===== config.mk =====
export PLATFORM = sky130hd
export DESIGN_NAME = win_xlate
export DESIGN_NICKNAME = d
export VERILOG_FILES = /design/src/rtl/win_xlate.sv
export SDC_FILE = /design/constraint.sdc
export NUM_CORES = 1
export LEC_CHECK = 0
export BUFFER_PORTS_ARGS = -buffer_cell sky130_fd_sc_hd__clkbuf_2
export CELL_PAD_IN_SITES_DETAIL_PLACEMENT = 1
export CELL_PAD_IN_SITES_GLOBAL_PLACEMENT = 1
export CORE_ASPECT_RATIO = 0.8
export CORE_MARGIN = 2
export CORE_UTILIZATION = 26
export CTS_BUF_LIST = sky130_fd_sc_hd__clkbuf_4
export CTS_CLUSTER_DIAMETER = 40
export DETAILED_ROUTE_END_ITERATION = 10
export PLACE_DENSITY_LB_ADDON = 0.1
export SYNTH_ARGS = -nofsm -noshare
export SYNTH_HDL_FRONTEND = slang
export SYNTH_SLANG_ARGS = --single-unit

===== constraint.sdc =====
create_clock -name clk -period 5.9 [get_ports clk]
set_input_delay 1.18 -clock clk [delete_from_list [all_inputs] [get_ports clk]]
set_output_delay 1.18 -clock clk [all_outputs]
set_load 0.005 [all_outputs]

===== src/rtl/win_xlate.sv =====
module win_xlate #(
  parameter int ADDR_W  = 16,
  parameter int PAGE_W  = 14,
  parameter int SEG_CNT = 128,
  parameter int IPAGE_W = 4,
  parameter int UPAGE_W = 3,
  parameter int SEL_BIT = 12
) (
  input  logic                                clk,
  input  logic                                rst_n,
  input  logic                                map_we,
  input  logic [ADDR_W-1:0]                   map_wdata,
  input  logic [SEG_CNT-1:0]                  seg_present,
  input  logic [ADDR_W-1:0]                   addr,
  output logic [1:0]                          region,
  output logic [PAGE_W+IPAGE_W-1:0]           phys_off,
  output logic [$clog2(SEG_CNT)-1:0]          seg_sel,
  output logic                                fault
);
  localparam int SEG_W = $clog2(SEG_CNT);
  localparam int OFF_W = PAGE_W + IPAGE_W;
  localparam logic [1:0] RG_DATA = 2'd0;
  localparam logic [1:0] RG_INST = 2'd1;
  localparam logic [1:0] RG_UNI  = 2'd2;
  localparam logic [ADDR_W-5:0] IO_SLOT = 12'hFF0;

  logic [ADDR_W-1:0] map_q;

  always_ff @(posedge clk or negedge rst_n)
    if (!rst_n)      map_q <= '0;
    else if (map_we) map_q <= map_wdata;

  wire [1:0] quad   = addr[ADDR_W-1:ADDR_W-2];
  wire in_win       = (quad == 2'b10);
  wire in_io        = (quad == 2'b11);
  wire io_ok        = (addr[ADDR_W-1:4] == IO_SLOT);
  wire to_inst      = map_q[SEL_BIT];
  wire [SEG_W-1:0] useg = map_q[UPAGE_W +: SEG_W];
  wire [PAGE_W-1:0] low = addr[PAGE_W-1:0];

  wire [OFF_W-1:0] inst_off = {map_q[IPAGE_W-1:0], low};
  wire [OFF_W-1:0] uni_off  = OFF_W'({map_q[UPAGE_W-1:0], low});

  always_comb begin
    region   = RG_DATA;
    phys_off = OFF_W'(addr);
    seg_sel  = '0;
    fault    = 1'b0;
    if (in_win) begin
      if (to_inst) begin
        region   = RG_INST;
        phys_off = inst_off;
      end else begin
        region   = RG_UNI;
        phys_off = uni_off;
        seg_sel  = useg;
        fault    = !seg_present[useg];
      end
    end else if (in_io) begin
      fault = !io_ok;
    end
  end

  a_r2_low_direct: assert property (@(posedge clk) disable iff (!rst_n)
    !addr[ADDR_W-1] |-> (region == RG_DATA && !fault && phys_off == OFF_W'(addr)));
  a_r3_io_fault: assert property (@(posedge clk) disable iff (!rst_n)
    (in_io && !io_ok) |-> fault);
  a_r4_io_slot: assert property (@(posedge clk) disable iff (!rst_n)
    io_ok |-> !fault);
  a_r7_missing_seg: assert property (@(posedge clk) disable iff (!rst_n)
    (region == RG_UNI && !seg_present[seg_sel]) |-> fault);
  a_r8_map_hold: assert property (@(posedge clk) disable iff (!rst_n)
    !map_we |=> $stable(map_q));
endmodule


==> impl_metrics.csv <==
group,metric,value,unit
die,initial_utilization,27.3,%
route,ant_nets,0,
critical_path,worstSetupEndpointType,"primary output",
critical_path,crit_required,4720,ps
synth,async_flop_share,100,%
final_layout,top_register,"map_q",
sta,fin_tns_setup,0,ps
final_layout,largest_reg_flops,11,
sta,setup_viol,0,
final_layout,top_regs,"map_q: 11 flops",
synth,synth-edff-count,0,
power,combPwrFrac,52.3,%
sta,finClkSkew,0,ps
clocking,cts-root-buf,"clkbuf_4",
synth,synth-main-ff-cell,"dfrtp_1",
synth,synth_seq_cells,11,
critical_path,start_kind,"input pin",
clocking,cts_tree,"yes",
synth,netlist_top_cells_area,"mux4_2 33%, dfrtp_1 15%, mux4_1 8.9%, buf_4 5.9%, mux2_2 5.7%",
final_layout,layout-drive-gt1-share,72.3,%
critical_path,critPathArrivalTime,2950,ps
sta,drv_slew,0,
sta,worst-slew-pin-transition,862,ps
sta,fin_crit_sh,70.1,%
job,cap_violations,0,
global_route,grt_pass1_wl,9770,microns
clocking,cts_sinks,11,
place,dp.cells,387,
final_layout,stdcell_count,391,
die,fp-row-count,26,
synth,syn-instance-count,151,
clocking,cts_buffers,3,
clocking,clk_pin_slew_worst_paths,60,ps
clocking,h-tree-depth,1,
critical_path,worst-setup-path-type,"in2out",
sta,max_freq,242,MHz
synth,synth_top_area_share,32.9,%
place,port-buffer-count,177,
synth,synth_area_per_cell,11.8,sq um
sta,hold_violations,0,
synth,synth.cell_area,1780,sq um
critical_path,reg2regPathDepth,2,
place,dpl.hpwl,5690,microns
route,num_vias,1943,
route,finalWirelength,6440,microns
clocking,cts_setup_buffers,0,
route,drt-vias-per-instance,4.97,
power,irDropWorstVdd,0.0000628,V
power,switchingPower,109,uW
die,num_io_pins,191,
clocking,cts_buffer_depth,2,
route,drtPass1Iterations,4,
final_layout,mostFrequentLayoutCells,"177 x clkbuf_2, 26 x mux4_2, 10 x and2_1, 10 x dfrtp_1",
clocking,worstSkewPairLatency,260,ps
global_route,grt_pass1_vias,2061,
sta,relSlewSlack,42.5,%
power,p_clk_share,15.9,%
clocking,cts_resized,0,
outcome,outcome,"finished, final reports clean",
place,place_congestion,0.662,
final_layout,syn2layout_area_growth,47.3,%
global_route,grt-ovfl-total,0,
critical_path,path_max_fanout,9,
synth,synth_nets,314,
die,core,6510,sq um
synth,ys_seq_area_share,15.5,%
synth,ys_types,36,
power,p_seq_share,31.8,%
synth,yosys.area.top_type,"mux4_2",
sta,whs,502,ps
final_layout,antenna_cells,0,
synth,yosys_warnings,0,
power,switching_share,32.1,%
sta,rsz0062_at_grt,"no",
power,intPower,231,uW
final_layout,mostFrequentLayoutCell,"clkbuf_2",
final_layout,nNetsFinal,471,
global_route,grt_usage,16.9,%
route,drcViolationCount,0,
min_path,hold_path_depth,1,
route,drt-initial-drc-count,23,
sta,min_period,4130,ps
route,wire_per_inst,16.5,microns
power,power.total,340,uW
min_path,hold_class,"reg2reg",
global_route,antenna_found_initial,0,
power,p_leak,0.00135,uW
clocking,hold_buffers,0,
die,dieHeight,78.0,microns
global_route,grt_start_max_net_pins,23,
die,die_area,7520,sq um
die,die_x,96.5,microns
power,powerDensity,130,nW/um^2
## final timing paths
check / slack [ps] / startpoint / endpoint
worst max-delay path: 1770 / addr[15] / fault
max in group asynchronous: 4870 / rst_n / map_q[3]
worst min-delay path: 500 / map_q[2] / map_q[2]
worst min register to register: 500 / map_q[2] / map_q[2]
worst max register to register: 4440 / map_q[5] / map_q[5]
min in group asynchronous: 790 / rst_n / map_q[4]
## layout make-up
class	count	area, sq um
Multi-Input combinational cell	110	1300
Clock buffer	4	30.0
Fill cell	806	3880
Timing Repair Buffer	179	901
Tap cell	84	105
Inverter	3	11.3
Sequential cell	11	277
## layer usage
metal  vias to the layer above  global-route usage (%)  routed length (microns)
li1                        913                       -                        -
met1                       922                    21.1                     2560
met2                       104                    30.3                     3230
met3                         4                    3.69                      622
met4                         0                    2.25                       25
met5                         -                       0                        0
## through the flow
stage	setup slack [ps]	cell area, sq um	utilization [%]
after global routing	1460	2620	40.3
after global placement	1830	2590	39.8
after detailed placement	1780	2590	39.8
after floorplan	2350	1780	-
after CTS	1770	2620	40.3
final	1770	2620	40.3
## cell families (layout without fill, tap and decap cells)
| family | after synthesis | in the layout | share of synthesized area (%) |
|---|---|---|---|
| multiplexers | 48 | 48 | 51.4 |
| AND/OR/NAND/NOR | 42 | 42 | 13.1 |
| buffers and inverters | 30 | 186 | 11.6 |
| AO/OA/AOI/OAI | 20 | 20 | 8.44 |
| flip-flops | 11 | 11 | 15.5 |
## critical path, stage by stage
cell and delay (ps):
clkbuf_2 120, nor3b_2 490, and2_1 290, nand2_1 120, a2111oi_0 400, nor4_1 110, o21ai_1 100, clkbuf_2 140
## cells in the mapped netlist (2+ instances only)
library cell and n:
dfrtp_1 11, mux4_1 6, a22oi_1 6, buf_4 14, a211oi_1 2, a2111oi_0 2
o21ai_0 2, nand3_1 2, mux4_2 26, mux2i_1 7, nor2b_1 5, buf_2 8
nand2_1 9, inv_1 3, clkbuf_1 2, nand3b_1 2, buf_6 2, mux2_2 9
nor2_1 7, and2_1 10
## power by group through the flow
stage / Sequential (uW) / Combinational, uW / Clock, uW
5_1_grt: 112 / 197 / 61.5
3_5_place_dp: 111 / 181 / 0
2_1_floorplan: 87.5 / 134 / 0
3_3_place_gp: 111 / 179 / 0
6_report: 108 / 178 / 54.0
4_1_cts: 110 / 182 / 58.1
Power figures use the tool's default switching activity.
